**src/rtl/memctl_pkg.sv**
```systemverilog
package memctl_pkg;

  localparam int unsigned CTRL_W = 8;

  // register bit positions the neighbours decode
  localparam int unsigned BIT_MASK0   = 0;
  localparam int unsigned BIT_MASK1   = 1;
  localparam int unsigned BIT_PSU_LO  = 2;
  localparam int unsigned BIT_PSU_HI  = 3;
  localparam int unsigned BIT_MODE    = 4;
  localparam int unsigned BIT_RFSH    = 5;

  typedef struct packed {
    logic       refresh_dis_n;
    logic       mode_n;
    logic [1:0] psu_ctl;
  } ctrl_out_t;

  function automatic logic [CTRL_W-1:0] bit_reverse(input logic [CTRL_W-1:0] v);
    logic [CTRL_W-1:0] r;
    for (int i = 0; i < CTRL_W; i++) r[i] = v[CTRL_W-1-i];
    return r;
  endfunction

endpackage

```
**src/rtl/memctl_bus_decode.sv**
```systemverilog
module memctl_bus_decode #(
  parameter int unsigned W = 8
) (
  input  logic         bus_sel,
  input  logic         bus_rd,
  input  logic         bus_wr,
  input  logic [W-1:0] bus_data,
  output logic         wr_stb,
  output logic         rd_stb,
  output logic [W-1:0] wr_byte
);

  assign wr_stb = bus_sel & bus_wr;
  assign rd_stb = bus_sel & bus_rd;

  // data lines land on the register in reverse order
  for (genvar g = 0; g < W; g++) begin : g_rev
    assign wr_byte[g] = bus_data[W-1-g];
  end

endmodule

```
**src/rtl/memctl_ctrl_reg.sv**
```systemverilog
module memctl_ctrl_reg
  import memctl_pkg::*;
#(
  parameter int unsigned W = 8
) (
  input  logic         clk,
  input  logic         rst,
  input  logic         wr_stb,
  input  logic [W-1:0] wr_byte,
  input  logic         oe_n,
  output logic [W-1:0] ctrl_q,
  output ctrl_out_t    outs,
  output logic         out_valid
);

  logic [W-1:0] ctrl_d;
  ctrl_out_t    outs_d;

  always_comb begin
    ctrl_d = wr_stb ? wr_byte : ctrl_q;
    outs_d = '0;
    if (!oe_n) begin
      outs_d.refresh_dis_n = ctrl_d[BIT_RFSH];
      outs_d.mode_n        = ctrl_d[BIT_MODE];
      outs_d.psu_ctl       = ctrl_d[BIT_PSU_HI:BIT_PSU_LO];
    end
  end

  always_ff @(posedge clk) begin
    if (rst) begin
      ctrl_q    <= '0;
      outs      <= '0;
      out_valid <= 1'b0;
    end else begin
      ctrl_q    <= ctrl_d;
      outs      <= outs_d;
      out_valid <= ~oe_n;
    end
  end

  AST_FLOAT_ZERO: assert property (@(posedge clk) disable iff (rst)
    oe_n |=> (!out_valid && outs == '0));
  AST_HOLD_NO_WRITE: assert property (@(posedge clk) disable iff (rst)
    !wr_stb |=> $stable(ctrl_q));
  AST_RESET_CLEAR: assert property (@(posedge clk)
    rst |=> (ctrl_q == '0 && outs == '0));

endmodule

```
**src/rtl/memctl_irq_collect.sv**
```systemverilog
module memctl_irq_collect #(
  parameter int unsigned N_SRC       = 3,
  parameter int unsigned N_MASK      = 2,
  parameter int unsigned SYNC_STAGES = 2
) (
  input  logic              clk,
  input  logic              rst,
  input  logic [N_SRC-1:0]  src,
  input  logic [N_MASK-1:0] mask,
  input  logic              clr,
  output logic              irq
);

  localparam int unsigned LAST = SYNC_STAGES - 1;

  logic [N_SRC-1:0] synced;
  logic [N_SRC-1:0] prev;
  logic [N_SRC-1:0] hit;

  for (genvar s = 0; s < N_SRC; s++) begin : g_src
    logic [SYNC_STAGES-1:0] chain;
    always_ff @(posedge clk) begin
      if (rst) chain <= '0;
      else     chain <= {chain[SYNC_STAGES-2:0], src[s]};
    end
    assign synced[s] = chain[LAST];

    if (s < N_MASK) begin : g_maskable
      assign hit[s] = synced[s] & ~prev[s] & ~mask[s];
    end else begin : g_fixed
      assign hit[s] = synced[s] & ~prev[s];
    end
  end

  always_ff @(posedge clk) begin
    if (rst) begin
      prev <= '0;
      irq  <= 1'b0;
    end else begin
      prev <= synced;
      if (|hit)     irq <= 1'b1;  // set beats clear
      else if (clr) irq <= 1'b0;
    end
  end

  AST_SET_WINS: assert property (@(posedge clk) disable iff (rst)
    (|hit) |=> irq);
  AST_CLEAR_ON_READ: assert property (@(posedge clk) disable iff (rst)
    (clr && !(|hit)) |=> !irq);
  AST_STICKY: assert property (@(posedge clk) disable iff (rst)
    (irq && !clr) |=> irq);
  AST_NO_SPURIOUS_SET: assert property (@(posedge clk) disable iff (rst)
    (!irq && !(|(synced & ~prev))) |=> !irq);

endmodule

```
**src/rtl/memctl_ctrl_latch.sv**
```systemverilog
module memctl_ctrl_latch
  import memctl_pkg::*;
#(
  parameter int unsigned N_SRC       = 3,
  parameter int unsigned N_MASK      = 2,
  parameter int unsigned SYNC_STAGES = 2
) (
  input  logic             clk,
  input  logic             rst,
  input  logic             bus_sel,
  input  logic             bus_rd,
  input  logic             bus_wr,
  input  logic [7:0]       bus_data_hi,
  input  logic             oe_n,
  input  logic [N_SRC-1:0] psu_src,
  output logic             refresh_dis_n,
  output logic             mode_n,
  output logic [1:0]       psu_ctl,
  output logic             out_valid,
  output logic             irq_lvl1
);

  localparam int unsigned W = CTRL_W;

  logic         wr_stb;
  logic         rd_stb;
  logic [W-1:0] wr_byte;
  logic [W-1:0] ctrl_q;
  ctrl_out_t    outs;

  memctl_bus_decode #(.W(W)) u_dec (
    .bus_sel (bus_sel),
    .bus_rd  (bus_rd),
    .bus_wr  (bus_wr),
    .bus_data(bus_data_hi),
    .wr_stb  (wr_stb),
    .rd_stb  (rd_stb),
    .wr_byte (wr_byte)
  );

  memctl_ctrl_reg #(.W(W)) u_reg (
    .clk      (clk),
    .rst      (rst),
    .wr_stb   (wr_stb),
    .wr_byte  (wr_byte),
    .oe_n     (oe_n),
    .ctrl_q   (ctrl_q),
    .outs     (outs),
    .out_valid(out_valid)
  );

  memctl_irq_collect #(
    .N_SRC      (N_SRC),
    .N_MASK     (N_MASK),
    .SYNC_STAGES(SYNC_STAGES)
  ) u_irq (
    .clk (clk),
    .rst (rst),
    .src (psu_src),
    .mask(ctrl_q[BIT_MASK0 +: N_MASK]),
    .clr (rd_stb),
    .irq (irq_lvl1)
  );

  assign refresh_dis_n = outs.refresh_dis_n;
  assign mode_n        = outs.mode_n;
  assign psu_ctl       = outs.psu_ctl;

  AST_REVERSED_LOAD: assert property (@(posedge clk) disable iff (rst)
    (bus_sel && bus_wr) |=> (ctrl_q == bit_reverse($past(bus_data_hi))));
  AST_UNSELECTED_WRITE: assert property (@(posedge clk) disable iff (rst)
    (!bus_sel) |=> $stable(ctrl_q));
  AST_IRQ_RESET: assert property (@(posedge clk)
    rst |=> !irq_lvl1);

endmodule

```
**config.mk**
```make
export PLATFORM = sky130hd
export DESIGN_NAME = memctl_ctrl_latch
export DESIGN_NICKNAME = d
export VERILOG_FILES = /design/src/rtl/memctl_pkg.sv /design/src/rtl/memctl_bus_decode.sv /design/src/rtl/memctl_ctrl_reg.sv /design/src/rtl/memctl_irq_collect.sv /design/src/rtl/memctl_ctrl_latch.sv
export SDC_FILE = /design/constraint.sdc
export NUM_CORES = 1
export LEC_CHECK = 0
export BUFFER_PORTS_ARGS = -buffer_cell sky130_fd_sc_hd__clkbuf_2
export CORE_MARGIN = 2
export CORE_UTILIZATION = 52
export CTS_CLUSTER_DIAMETER = 120
export DETAILED_ROUTE_END_ITERATION = 16
export GPL_TIMING_DRIVEN = 0
export PLACE_DENSITY = 0.8
export SETUP_SLACK_MARGIN = 0.2
export SLEW_MARGIN = 20
export SYNTH_ARGS = -nofsm -noshare
export SYNTH_HDL_FRONTEND = slang
export SYNTH_HIERARCHICAL = 1
export SYNTH_SLANG_ARGS = --single-unit
```
**constraint.sdc**
```tcl
create_clock -name clk -period 1.5 [get_ports clk]
set_input_delay 0.375 -clock clk [delete_from_list [all_inputs] [get_ports clk]]
set_output_delay 0.375 -clock clk [all_outputs]
set_load 0.02 [all_outputs]
```
==> results.md, run 1 <==
- Status: finished clean
- Crit end category: primary output
- Fill cells: 110
- Fmax: 852.0 MHz
- Synth Instances: 63
- Area growth from synthesis to layout: 16.17%
- Min Tclk post-route: around 1.2 ns
- Syn Std Cell Area: 711.9 um2
- Crit path max fanout: 2
- Post-cts resize count: 0
- First-pass GRT wire length: between 1 and 1.5 mm
- GR Overflow Total: 0
- RSZ-0062 raised after global routing: false
- Final setup fails: 0
- FP Rows: 13
- Max-slew violations: 0
- IO Port Bufs: 14
- Final period utilization: 0.7824
- Clk slew on worst S/H paths: roughly 0.1 ns
- Avg Cell Area, Syn: 11.30 um2
- Overall Global Routing Usage: 0.1307
- Clock latency at the later pin of the worst-skew pair: 0.29 ns
- Die Span Y: a little over 40 um
- Crit start category: register
- Share of post-route cells with drive strength above 1: 0.4074
- CTS tree: done
- Crit-path max cell delay: approximately 0.34 ns
- Crit path max-delay family: flip-flops
- Clock buffer depth: 2
- 1st-iter DRT viols: 8
- Num ports: 23
- DR DRC count: 0
- Core Region: 1285 um2
- Mapped Nets: 80
- Vias in the first global route: 371
- CTS sink count: 21
- Pre-antenna DRT Iters: 4
- Crit Path Class: register to primary output
- Worst hold path type: input port to register
- Initial antenna violation count: 0
- Buffers & Inverters on Critical Path: 1
- PnR worst setup slack: 0.3263 ns
- Detail Route Antenna Nets: 0
- Power Total: roughly 940 uW
- CTS HTree Levels: 1
- Effective utilization at floorplan: 0.5540
- Setup TNS: 0 ns
- Root Buffer Master: clkbuf_4
- Antenna cells: 0
- CP cell instances: clkbuf_2
- Worst slack, placed: slightly below 0.3 ns
- Slew margin rel.: 0.8618
- Num CTS Buffers: 3
- Max Clock Skew: ~0.0022 ns
- Via count: 440
- WL/cell: approximately 9.6 um
- Final Hold Violating Endpoints: 0
- Largest net degree at the start of global routing: 15
- Worst Path Arrival: roughly 0.80 ns
- Worst vdd ir: 0.7219 mV
- Vias per inst: ~4.6
- Worst Path Required: roughly 1.1 ns
- Final nets: slightly below 100
- Die Area: 1681 um2
- Post-CTS Hold Buffers: 0
- Chip width: 41 um
- Max-Cap Viols: 0
- Worst-margin pin slew: about 0.2 ns
- Pwr Density: 1133 nW/um2
- RePlAce Congestion: 0.6846
- Post-CTS Setup Inserts: 0
- Synth warnings: 6
- Total Wirelength: 919 um
- Leakage: 0.0003790 uW
- Slowest-stage cell, CP: dfxtp_1
[metrics by stage]
| stage | instance area, um2 | utilization | std cells | hold WS (ns) |
|---|---|---|---|---|
| after detailed placement | 800.8 | 0.6232 | 92 | 0.4346 |
| after global routing | 827.0 | 0.6436 | 96 | 0.2786 |
| after global placement | 800.8 | 0.6232 | 92 | 0.4290 |
| after floorplan | 711.9 | - | 63 | 0.4281 |
| after CTS | 827.0 | 0.6436 | 96 | 0.2858 |
| final | 827.0 | 0.6436 | 96 | 0.2945 |
[sequential cells by signal, summed over array words and instances, names as in the netlist]
name and cells:
u_reg/outs 4, u_reg/out_valid 1, u_irq/irq 1, u_reg/ctrl_q 6, u_irq/prev 3, u_irq/g_src.chain 6
[cell usage in the layout, fill, tap and decap left out]
master    instances
nor2_1            9
nor2b_1           1
nor2b_2           2
a21oi_1           1
buf_6             1
dfxtp_1          21
clkbuf_1          1
a221o_1           1
nand2b_1          2
and2_1            2
clkbuf_4          3
clkbuf_2         14
and2b_2           6
mux2i_1           6
buf_2             1
nor3_1            4
buf_4             6
[worst paths after layout]
kind         cells past startpoint                     from                       to  slack [ns]
max                              1                u_irq/irq                 irq_lvl1        0.33
min reg2reg                      1  u_irq/g_src[0].chain[0]  u_irq/g_src[0].chain[1]        0.46
max reg2reg                      2  u_irq/g_src[1].chain[1]                u_irq/irq        0.63
min                              2               psu_src[2]  u_irq/g_src[2].chain[0]        0.29
[report_power, final]
| part | internal, uW | switching, uW | total (uW) |
|---|---|---|---|
| combinational | 48.9 | 42.0 | 90.9 |
| clock | 103 | 154 | 257 |
| sequential | 582 | 6.69 | 589 |
[worst register-to-register path: stages (launching register included)]
cell     delay (ns)
dfxtp_1        0.31
nor2b_2        0.14
a221o_1        0.31
[area by class of cell]
class / instances / area [um2] / area share
clock buffers: 4 / 26.28 / 0.03177
repair buffers: 14 / 70.07 / 0.08472
multi-input cells: 34 / 230.2 / 0.2784
plain buffers: 8 / 61.31 / 0.07413
well taps: 15 / 18.77 / 0.02269
flip-flops and latches: 21 / 420.4 / 0.5083
[layer usage]
metal  part of all wire  vias to the layer above  track usage
li1                   -                      232            -
met3              0.078                        2      0.03261
met4             0.0065                        0       0.1000
met2               0.45                       16       0.1953
met5                  0                        -            0
met1               0.46                      190       0.1588
Power figures use the tool's default switching activity.
==> run 2, diff against run 1 <==
--- a/config.mk
+++ b/config.mk
@@ -7,11 +7,11 @@
 export LEC_CHECK = 0
 export BUFFER_PORTS_ARGS = -buffer_cell sky130_fd_sc_hd__clkbuf_2
 export CORE_MARGIN = 2
-export CORE_UTILIZATION = 52
+export CORE_UTILIZATION = 48
 export CTS_CLUSTER_DIAMETER = 120
 export DETAILED_ROUTE_END_ITERATION = 16
 export GPL_TIMING_DRIVEN = 0
-export PLACE_DENSITY = 0.8
+export PLACE_DENSITY = 0.75
 export SETUP_SLACK_MARGIN = 0.2
 export SLEW_MARGIN = 20
 export SYNTH_ARGS = -nofsm -noshare
==> constraint.sdc (replaced) <==
create_clock -name clk -period 1.1 [get_ports clk]
set_input_delay 0.275 -clock clk [delete_from_list [all_inputs] [get_ports clk]]
set_output_delay 0.275 -clock clk [all_outputs]
set_load 0.02 [all_outputs]
==> run 2 against run 1 <==
Effect of this change: non-clock buffer count is the same; worst hold slack worse by 0.11 ns; sequential cell count unchanged; cell area increased by 8.2%; clock power grew 36%; setup slack worse by 0.26 ns; count of clock-buffer cells in the layout unchanged; critical path depth unchanged; die area grew 7.5%; largest power group unchanged; power rose by 39%; sequential power grew 37%; first-iteration DRC count fell by 50%.
==> results.md, run 2 (same netlist as run 1, synthesis figures left out) <==
- Num CTS Buffers: 3 (unchanged)
- Final Hold Violating Endpoints: 0 (unchanged)
- Die Span Y: 42.51 um (+3.7%)
- Most common cell after layout, fill and taps aside: dfxtp_1
- Slowest-stage cell, CP: dfxtp_2
- Reg2reg start: u_irq/g_src[0].chain[1]
- Max-Cap Viols: 0 (unchanged)
- Buffers & Inverters on Critical Path: 1 (unchanged)
- CTS HTree Levels: 1 (unchanged)
- Worst Hold Launch: psu_src[2]
- Fill cells: 106 (-3.6%)
- R2r setup slk: 0.24 ns (-0.39 ns)
- Via count: 444 (+0.91%)
- Setup TNS: 0 ns (unchanged)
- Fmax: 968.4 MHz
- Clk slew on worst S/H paths: 0.10 ns (about the same)
- Crit path max fanout: 1 (-1)
- WL/cell: 10.69 um (+12%)
- CP cell instances: buf_8
- Detail Route Antenna Nets: 0 (unchanged)
- Worst hold path type: input port to register
- Area growth from synthesis to layout: 25.66%
- FF-to-FF End: u_irq/irq
- Crit Path Class: register to primary output
- Worst slack, placed: 0.05962 ns (-0.2352 ns)
- Worst-margin pin slew: 0.2445 ns (+0.04294 ns)
- Placed inst area: 800.8 um2 (unchanged)
- Die Area: 1807 um2 (+7.5%)
- Largest net degree at the start of global routing: 15 (unchanged)
- Max Clock Skew: 0.0007561 ns (-0.001470 ns)
- GR Overflow Total: 0 (unchanged)
- Hold path depth: 2 (unchanged)
- CTS sink count: 21 (unchanged)
- CTS tree: done
- Clock latency at the later pin of the worst-skew pair: 0.29 ns (about the same)
- Core Region: 1350 um2 (+5.1%)
- Placed Cells: 92 (unchanged)
- RSZ-0062 raised after global routing: true
- Vias in the first global route: 401 (+8.1%)
- Status: finished clean
- Min-Delay Endpoint: u_irq/g_src[2].chain[0]
- Worst Path Required: 0.82 ns (-0.30 ns)
- PnR worst setup slack: 0.06733 ns (-0.2590 ns)
- Antenna cells: 0 (unchanged)
- Crit path max-delay family: flip-flops
- Fin cells: 96 (unchanged)
- Vias per inst: 4.625 (+0.91%)
- 1st-iter DRT viols: 4 (-4)
- Min Tclk post-route: just over 1 ns
- FP Rows: 13 (unchanged)
- DR DRC count: 0 (unchanged)
- Post-CTS Setup Inserts: 0 (unchanged)
- Pwr Density: 1457 nW/um2 (+29%)
- Worst vdd ir: 0.7802 mV (+8.1%)
- IO Port Bufs: 14 (unchanged)
- Worst Path Arrival: 0.76 ns (-0.04 ns)
- Slew margin rel.: 0.8370 (-0.02478)
- Post-CTS Hold Buffers: 0 (unchanged)
- Chip width: 42.51 um (+3.7%)
- Num ports: 23 (unchanged)
- Final setup fails: 0 (unchanged)
- Crit end category: primary output
- Most frequent cells in the layout: 15 x dfxtp_1, 9 x nor2_1, 8 x clkbuf_2
- Root Buffer Master: clkbuf_4
- Max-slew violations: 0 (unchanged)
- Crit-path max cell delay: 0.34 ns (about the same)
- Clock buffer depth: 2 (unchanged)
- Hpwl dp: between 600 and 700 um
- Final period utilization: 0.9388
- First-pass GRT wire length: 1.656 mm (+20%)
- Pre-antenna DRT Iters: 3 (-1)
- Crit start category: register
- Overall Global Routing Usage: 0.1351 (+0.004381)
- Post-route cell area: 894.6 um2 (+8.2%)
- R2R cell count: 2 (unchanged)
- Leakage: 0.0003977 uW (+4.9%)
- RePlAce Congestion: 0.6509 (-4.9%)
- Effective utilization at floorplan: 0.5273 (-0.02670)
- Share of post-route cells with drive strength above 1: 0.4815 (+0.07407)
- Number of cells on the critical path: 1 (unchanged)
- Initial antenna violation count: 0 (unchanged)
- Biggest regs: u_irq/g_src.chain (6), u_reg/ctrl_q (6), u_reg/outs (4)
- Final nets: 99 (unchanged)
- Total Wirelength: 1.026 mm (+12%)
run 2: metrics by stage:
step                      hold WS (ns)  total power (uW)  utilization
final                           0.1834              1304       0.6627
after global routing            0.1825              1372       0.6627
after CTS                       0.1704              1317       0.6552
after detailed placement        0.4353             946.8       0.5931
after global placement          0.4295             943.4       0.5931
after floorplan                 0.3466             905.8            -
run 2: worst max path at each step:
stage	endpoint	slack (ns)	start
6_report	mode_n	0.07	u_reg/outs[2]
2_1_floorplan	u_reg/outs[0]	0.20	bus_sel
3_5_place_dp	u_reg/outs[3]	0.06	bus_sel
3_3_place_gp	u_reg/outs[1]	0.06	bus_sel
5_1_grt	irq_lvl1	0.01	u_irq/irq
4_1_cts	irq_lvl1	0.04	u_irq/irq
run 2: repair_timing:
action,CTS,global route
pin swaps,0,1
endpoints found under the setup margin,6,7
resized for setup,16,8
run 2: worst reg2reg max path, cell delays in order (launching register included):
cell and delay, ns:
dfxtp_1 0.31, nor2b_2 0.15, a221o_1 0.31
run 2: power by group:
part           leakage (uW)  total, uW  internal [uW]  switching [uW]
Sequential         0.000175        809            796            13.3
Combinational      0.000208        144           85.5            58.6
Clock             0.0000150        350            141             209
run 2: layer usage:
layer  up-vias  GRT usage  wire length [um]
met5         -          0                 0
met4         0     0.1313                41
met3         4    0.03879                57
met2        15     0.2092               488
met1       191     0.1429               438
li1        234          -                 -
run 2: layout make-up:
type                            count  area (um2)  share of cell area
Sequential cell                    21       427.9              0.4783
Multi-Input combinational cell     34       230.2              0.2573
Timing Repair Buffer               14       130.1              0.1455
Buffer                              8       61.31             0.06853
Clock buffer                        4       26.28             0.02937
Tap cell                           15       18.77             0.02098
